### src/rtl/irqagg_pkg.sv
package irqagg_pkg;

    // Word indices of the register bank (byte offset / 4)
    localparam int unsigned WIDX_STATUS = 0;
    localparam int unsigned WIDX_ENABLE = 1;
    localparam int unsigned WIDX_SET    = 2;
    localparam int unsigned WIDX_CLEAR  = 3;
    localparam int unsigned WIDX_POL    = 4;
    localparam int unsigned WIDX_EDGE   = 5;

    // Per-line trigger state
    typedef struct packed {
        logic prev;    // synchronised sample from the previous cycle
        logic status;  // latched or live status
    } line_state_t;

endpackage

### src/rtl/irqagg_sync.sv
module irqagg_sync #(
    parameter int unsigned WIDTH  = 32,
    parameter int unsigned STAGES = 2
) (
    input  logic             clk,
    input  logic             rst_n,
    input  logic [WIDTH-1:0] async_i,
    output logic [WIDTH-1:0] sync_o
);

    logic [STAGES-1:0][WIDTH-1:0] chain_d, chain_q;

    always_comb begin
        chain_d[0] = async_i;
        for (int i = 1; i < STAGES; i++) begin
            chain_d[i] = chain_q[i-1];
        end
    end

    always_ff @(posedge clk or negedge rst_n) begin
        if (!rst_n) begin
            chain_q <= '0;
        end else begin
            chain_q <= chain_d;
        end
    end

    assign sync_o = chain_q[STAGES-1];

endmodule

### src/rtl/irqagg_line.sv
module irqagg_line
    import irqagg_pkg::*;
(
    input  logic clk,
    input  logic rst_n,
    input  logic sync_i,
    input  logic pol_i,
    input  logic edge_sel_i,
    input  logic set_i,
    input  logic clr_i,
    output logic status_o
);

    line_state_t st_d, st_q;
    logic        level_hit;
    logic        edge_hit;

    always_comb begin
        st_d      = st_q;
        st_d.prev = sync_i;
        level_hit = ~(sync_i ^ pol_i);
        edge_hit  = pol_i ? (sync_i & ~st_q.prev) : (~sync_i & st_q.prev);
        if (edge_sel_i) begin
            // a detected edge beats a coincident clear
            st_d.status = edge_hit | set_i | (st_q.status & ~clr_i);
        end else begin
            st_d.status = level_hit | set_i;
        end
    end

    always_ff @(posedge clk or negedge rst_n) begin
        if (!rst_n) begin
            st_q <= '0;
        end else begin
            st_q <= st_d;
        end
    end

    assign status_o = st_q.status;

endmodule

### src/rtl/irq_aggregator.sv
module irq_aggregator
    import irqagg_pkg::*;
#(
    parameter int unsigned NUM_LINES   = 32,
    parameter int unsigned ADDR_W      = 5,
    parameter int unsigned SYNC_STAGES = 2
) (
    input  logic                 clk,
    input  logic                 rst_n,
    input  logic [NUM_LINES-1:0] req_i,
    input  logic                 bus_we_i,
    input  logic [ADDR_W-1:0]    bus_addr_i,
    input  logic [NUM_LINES-1:0] bus_wdata_i,
    output logic [NUM_LINES-1:0] bus_rdata_o,
    output logic                 irq_o
);

    localparam int unsigned IDX_W = ADDR_W - 2;
    localparam logic [IDX_W-1:0] IDX_STATUS = IDX_W'(WIDX_STATUS);
    localparam logic [IDX_W-1:0] IDX_ENABLE = IDX_W'(WIDX_ENABLE);
    localparam logic [IDX_W-1:0] IDX_SET    = IDX_W'(WIDX_SET);
    localparam logic [IDX_W-1:0] IDX_CLEAR  = IDX_W'(WIDX_CLEAR);
    localparam logic [IDX_W-1:0] IDX_POL    = IDX_W'(WIDX_POL);
    localparam logic [IDX_W-1:0] IDX_EDGE   = IDX_W'(WIDX_EDGE);

    typedef struct packed {
        logic [NUM_LINES-1:0] en;
        logic [NUM_LINES-1:0] pol;
        logic [NUM_LINES-1:0] edge_sel;
    } cfg_t;

    cfg_t                 cfg_d, cfg_q;
    logic [IDX_W-1:0]     widx;
    logic                 aligned;
    logic                 wr_ok;
    logic [NUM_LINES-1:0] set_mask;
    logic [NUM_LINES-1:0] clr_mask;
    logic [NUM_LINES-1:0] sync_w;
    logic [NUM_LINES-1:0] status_w;

    assign widx    = bus_addr_i[ADDR_W-1:2];
    assign aligned = (bus_addr_i[1:0] == 2'b00);
    assign wr_ok   = bus_we_i && aligned;

    // ---------------- register bank: next state ----------------
    always_comb begin
        cfg_d    = cfg_q;
        set_mask = '0;
        clr_mask = '0;
        if (wr_ok) begin
            case (widx)
                IDX_ENABLE: cfg_d.en       = bus_wdata_i;
                IDX_POL:    cfg_d.pol      = bus_wdata_i;
                IDX_EDGE:   cfg_d.edge_sel = bus_wdata_i;
                IDX_SET:    set_mask       = bus_wdata_i;
                IDX_CLEAR:  clr_mask       = bus_wdata_i;
                default:    ;
            endcase
        end
    end

    always_ff @(posedge clk or negedge rst_n) begin
        if (!rst_n) begin
            cfg_q <= '0;
        end else begin
            cfg_q <= cfg_d;
        end
    end

    // ---------------- read mux (no side effects) ----------------
    always_comb begin
        bus_rdata_o = '0;
        if (aligned) begin
            case (widx)
                IDX_STATUS: bus_rdata_o = status_w;
                IDX_ENABLE: bus_rdata_o = cfg_q.en;
                IDX_POL:    bus_rdata_o = cfg_q.pol;
                IDX_EDGE:   bus_rdata_o = cfg_q.edge_sel;
                default:    bus_rdata_o = '0;
            endcase
        end
    end

    // ---------------- synchroniser and per-line triggers ----------------
    irqagg_sync #(
        .WIDTH  (NUM_LINES),
        .STAGES (SYNC_STAGES)
    ) u_sync (
        .clk     (clk),
        .rst_n   (rst_n),
        .async_i (req_i),
        .sync_o  (sync_w)
    );

    for (genvar g = 0; g < NUM_LINES; g++) begin : g_line
        irqagg_line u_line (
            .clk        (clk),
            .rst_n      (rst_n),
            .sync_i     (sync_w[g]),
            .pol_i      (cfg_q.pol[g]),
            .edge_sel_i (cfg_q.edge_sel[g]),
            .set_i      (set_mask[g]),
            .clr_i      (clr_mask[g]),
            .status_o   (status_w[g])
        );
    end

    assign irq_o = |(status_w & cfg_q.en);

    // ---------------- assertions ----------------
    AST_MASK_ALL: assert property (@(posedge clk) disable iff (!rst_n)
        (wr_ok && widx == IDX_ENABLE && bus_wdata_i == '0) |=> !irq_o);

    AST_SET_FORCE: assert property (@(posedge clk) disable iff (!rst_n)
        (wr_ok && widx == IDX_SET) |=> ((status_w & $past(bus_wdata_i)) == $past(bus_wdata_i)));

    AST_EDGE_HOLD: assert property (@(posedge clk) disable iff (!rst_n)
        1'b1 |=> (($past(status_w) & $past(cfg_q.edge_sel) & ~$past(clr_mask) & ~status_w) == '0));

    AST_LEVEL_FOLLOW: assert property (@(posedge clk) disable iff (!rst_n)
        1'b1 |=> ((status_w & ~$past(cfg_q.edge_sel) & ~$past(set_mask)) ==
                  (~($past(sync_w) ^ $past(cfg_q.pol)) & ~$past(cfg_q.edge_sel) & ~$past(set_mask))));

    AST_UNMAPPED_ZERO: assert property (@(posedge clk) disable iff (!rst_n)
        (!aligned || widx > IDX_EDGE) |-> (bus_rdata_o == '0));

    AST_STATUS_RO: assert property (@(posedge clk) disable iff (!rst_n)
        (wr_ok && widx == IDX_STATUS) |=> $stable(cfg_q));

endmodule

### config.mk
export PLATFORM = sky130hd
export DESIGN_NAME = irq_aggregator
export DESIGN_NICKNAME = d
export VERILOG_FILES = /design/src/rtl/irqagg_pkg.sv /design/src/rtl/irqagg_sync.sv /design/src/rtl/irqagg_line.sv /design/src/rtl/irq_aggregator.sv
export SDC_FILE = /design/constraint.sdc
export NUM_CORES = 1
export LEC_CHECK = 0
export BUFFER_PORTS_ARGS = -buffer_cell sky130_fd_sc_hd__buf_2
export CAP_MARGIN = 30
export CORE_MARGIN = 2
export CORE_UTILIZATION = 45
export CTS_CLUSTER_SIZE = 24
export DETAILED_ROUTE_END_ITERATION = 7
export RECOVER_POWER = 50
export SYNTH_ARGS = -nofsm -noshare
export SYNTH_HDL_FRONTEND = slang
export SYNTH_SLANG_ARGS = --single-unit
### constraint.sdc
create_clock -name clk -period 1.6 [get_ports clk]
set_input_delay 0 -clock clk [delete_from_list [all_inputs] [get_ports clk]]
set_output_delay 0 -clock clk [all_outputs]
set_load 0.005 [all_outputs]
### Yosys cells after proc, flatten, opt, wreduce, memory -nomap -nowiden

Cells that the tools add are included.

| word-level totals | value |
|---|---|
| input bits | 72 |
| flip-flop bits (word level) | 224 |

| cells by class | value |
|---|---|
| multiplexer cells | 70 |
| reduce and logical (&&, ||, !) cells | 7 |
| equal/unequal tests | 5 |
| bitwise logic cells | 353 |

Operators by type and width:

| operator | number |
|---|---|
| $mux 32 | 5 |
| $not 1->1 | 128 |
| $pmux 32 s4 | 1 |
| $and 1x1->1 | 96 |
| $or 1x1->1 | 96 |
| $mux 1 | 64 |
| $and 32x32->32 | 1 |
| $reduce_or 32->1 | 1 |
| $xor 1x1->1 | 32 |
| $eq 3x2->1 const B | 2 |
| $eq 3x3->1 const B | 2 |
| $reduce_and 2->1 | 3 |
| $eq 3x1->1 const B | 1 |
| $logic_not 3->1 | 1 |
| $logic_not 2->1 | 1 |
| $logic_and 1x1->1 | 1 |

### Longest topological paths before layout

| logic depth | value |
|---|---|
| depth in word-level cells | 7 |
| depth in mapped cells | 6 |
| depth with buffers taken out | 3 |

### Cells and area by module

From an unflattened synthesis, not the netlist that was laid out.

| unflattened totals | value |
|---|---|
| cell total of the unflattened synthesis | 800 |
| area, all modules | 9293.9 um^2 |

Modules (own cells, without submodules):

| module | sequential area each (um^2) | times used | cells each | area each (um^2) |
|---|---|---|---|---|
| irq_aggregator | 2402.3 | 1 | 416 | 4929.7 |
| irqagg_line | 50.0 | 32 | 10 | 86.3 |
| irqagg_sync | 1601.5 | 1 | 64 | 1601.5 |

### Worst setup path after synthesis

OpenSTA, ideal clock, no wires.

| timing | value |
|---|---|
| path kind | input-to-reg |
| start point | input port bus_addr_i[1] |
| end point | register cfg_q[10] (netlist name) |
| slack | 353 ps |
| data arrival time | 1119 ps |
| stages on the path | 5 |
| cell sequence | nor3b_2 -> and2_1 -> buf_2 -> buf_6 -> mux2_1 |

| between the ends | value |
|---|---|
| word-level cells in the longest chain between the ends | 3 |

Ends and longest elaborated chain:

| what | line | RTL |
|---|---|---|
| from (decl) | irq_aggregator.sv:12 | `input logic [ADDR_W-1:0] bus_addr_i,` |
| $logic_not 2->1 | irq_aggregator.sv:42 | `assign aligned = (bus_addr_i[1:0] == 2'b00);` |
| $logic_and 1x1->1 | irq_aggregator.sv:43 | `assign wr_ok = bus_we_i && aligned;` |
| $reduce_and 2->1 (no line) | -- |  |
| to (signal assigned) | irq_aggregator.sv:66 | `cfg_q <= cfg_d;` |
| to (decl) | irq_aggregator.sv:32 | `cfg_t cfg_d, cfg_q;` |

Every way passes these cells.
A chain may end at the register's enable or synchronous reset.

### Worst setup path after layout

| timing | value |
|---|---|
| start point | register cfg_q[71] (netlist name) |
| end point | output port irq_o |

| between the ends | value |
|---|---|
| word-level cells in the longest chain between the ends | 2 |

Ends and longest elaborated chain:

| what | line | RTL |
|---|---|---|
| $and 32x32->32 | irq_aggregator.sv:108 | `assign irq_o = \|(status_w & cfg_q.en);` |
| $reduce_or 32->1 | irq_aggregator.sv:108 |  |
| to (decl) | irq_aggregator.sv:15 | `output logic irq_o` |

Every way passes these cells.

==> results.ini <==
[run_status]
status=finished with violations
violations=negative setup slack

[timing]
finalSetupTns_ns=-0.387
setup_viol=1
fmax_ghz=0.503
fin_ws_ns=-0.387
maxSlewViolCount=0
grt_setup_unrepaired=yes
clock_skew_ns=0.0182
fin_crit_ns=1.99
hold_viol_final=0
slew_headroom_pct=24.1
tightest_slew_ns=1.14
period_share_pct=124

[logic_synthesis]
synth_edf_count=0
ys_ff_latch=224
yosysMostFrequentCell=dfrtp_1
synthArstFlopShare_pct=100
postSynthCellCount=685
synthTopCellsByCount=dfrtp_1 (224), mux2_1 (90), a22oi_1 (80)
yosysTopAreaCellShare_pct=61.4
yosys.area.top_type=dfrtp_1
syn_area_um2=9130
synth_warnings=0
syn-num-nets=757
syn-mean-instance-area_um2=13.3
yosysSeqAreaShare_pct=61.4
synth.distinct_cells=26
ys.flop_type=dfrtp_1
synthTopCellsByArea=dfrtp_1 (61%), mux2_1 (11%), a22oi_1 (6.6%), a311o_1 (3.5%), a21oi_1 (3.3%)

[global_routing]
grt_max_degree=83
grt_usage_pct=22.1
grt_pass1_wl_mm=38.1
grt_pass1_vias=7054
antenna_found_initial=0
overflow=0

[final_layout]
diodes=0
fin_nets=948
stdcell_count=1159
drive_above_1_share_pct=21.9
syn2layout_area_growth_pct=27.6

[power_and_ir_drop]
peakVddDrop_mv=0.816
power_density_nw_per_um2=1310
finalPower_mw=15.2
leakage_nw=5.17

[floorplanning]
ios=105
core-area_um2=20100
dieWidth_um=146
die_y_um=146
dieArea_um2=21500
initial_core_util_pct=45.4
rows=52

[clock_tree]
cts_made_buffers=25
clk_latency_ns=0.52
cts-htree-levels=1
cts_tree=yes
cts_root_buf=clkbuf_16
clock-sinks=224
ctsLongestPathBuffers=3
clkTransAtPathRegs_ns=0.06

[drt]
wire_per_inst_um=20.3
via_per_inst=5.60
vias=6495
route.detailed.drc=0
wl_mm=23.5
drt_iter0_drc=485
firstDrtPassIters=5
ant_nets=0

[worst_hold_path]
min_path_type=in -> reg
hp-start=bus_we_i

[worst_setup_path]
critPathKind=reg -> out
cp.required_ns=1.60
arrival_ns=1.99
critPathCaptureType=output port
worstPathMaxFanout=3
setup.worst_path.start_class=flop
critPathLaunch=cfg_q[71]
r2r_start=cfg_q[62]

[placement]
dp_hpwl_mm=14.8
port-buffer-count=104
gp_congestion=0.844
place_ws_ns=0.0565
place_inst=1046

[flow_run]
drv_cap=0

## sequential cells by signal, indices dropped and copies added (netlist names)
register / count
cfg_q: 96
g_line.u_line.st_q: 32
g_line.u_line.status_o: 32
u_sync.chain_d: 32
u_sync.sync_o: 32
## per-layer routing
metal / global-route usage, % / wire, µm / vias up
li1: - / - / 2947
met1: 29.0 / 10100 / 3317
met2: 37.9 / 11700 / 180
met3: 3.78 / 1150 / 51
met4: 6.80 / 555 / 0
met5: 0 / 0 / -
## cells in the final DEF (no fill, tap or decap), types with 32 or more instances in the layout
master	Yosys	layout
a21oi_1	61	61
a22oi_1	80	68
a311o_1	32	32
a31oi_1	32	32
buf_2	13	102
dfrtp_1	224	224
dlygate4sd3_1	0	68
mux2_1	90	90
nand2_1	34	34
## worst max-delay path: stages (launching register included)
cell	delay, ns
dfrtp_1	0.42
a22oi_2	0.24
nand4_1	0.19
or4_4	0.47
buf_6	0.13
## where the power goes
group          switching [mW]  internal [mW]  total, mW
Combinational            1.01           1.26       2.27
Clock                    2.18           3.34       5.53
Sequential              0.901           6.55       7.46
Total                    4.09           11.2       15.2
## timing repair
| item | in CTS | in global routing |
|---|---|---|
| gates cloned | 0 | 0 |
| pin swaps | 3 | 4 |
| setup buffers | 2 | 3 |
| endpoints found under the hold margin | 384 | 0 |
| setup endpoints to repair | 1 | 1 |
| hold buffers | 68 | 0 |
| gates resized for setup | 8 | 6 |
## cell type report
| type | count | area (µm²) |
|---|---|---|
| Timing Repair Buffer | 205 | 1500 |
| Sequential cell | 224 | 5610 |
| Clock inverter | 6 | 83.8 |
| Tap cell | 270 | 338 |
| Fill cell | 1614 | 8450 |
| Inverter | 1 | 3.75 |
| Clock buffer | 34 | 699 |
| Multi-Input combinational cell | 419 | 3420 |
## cells by family (layout without fill, tap and decap cells)
group	Yosys count	after routing	synth area share, %
muxes	96	96	11.8
buffers and inverters	42	246	2.15
xor gates and xnor gates	58	58	5.56
and+or+nand+nor	54	54	2.92
DFF	224	224	61.4
AOI/OAI and AO/OA	211	211	16.2
## metrics by stage
stage	util (%)	cell area (µm²)	hold WS, ns
3_3_place_gp	50.4	10100	-0.195
6_report	58.0	11700	0.0963
2_1_floorplan	-	9130	-0.296
3_5_place_dp	50.4	10100	-0.194
5_1_grt	58.0	11700	0.103
4_1_cts	58.0	11700	0.0593
## final timing paths
path,cells past startpoint,slack [ns],end
setup reg to reg,3,0.42,g_line[30].u_line.status_o
hold / removal,4,0.1,g_line[0].u_line.status_o
hold reg to reg,0,0.35,u_sync.sync_o[4]
setup / recovery,4,-0.39,irq_o
max in group asynchronous,3,0.37,g_line[20].u_line.st_q[1]
min in group asynchronous,3,0.38,u_sync.chain_d[38]
No activity file was read; power rests on OpenSTA's default activity.
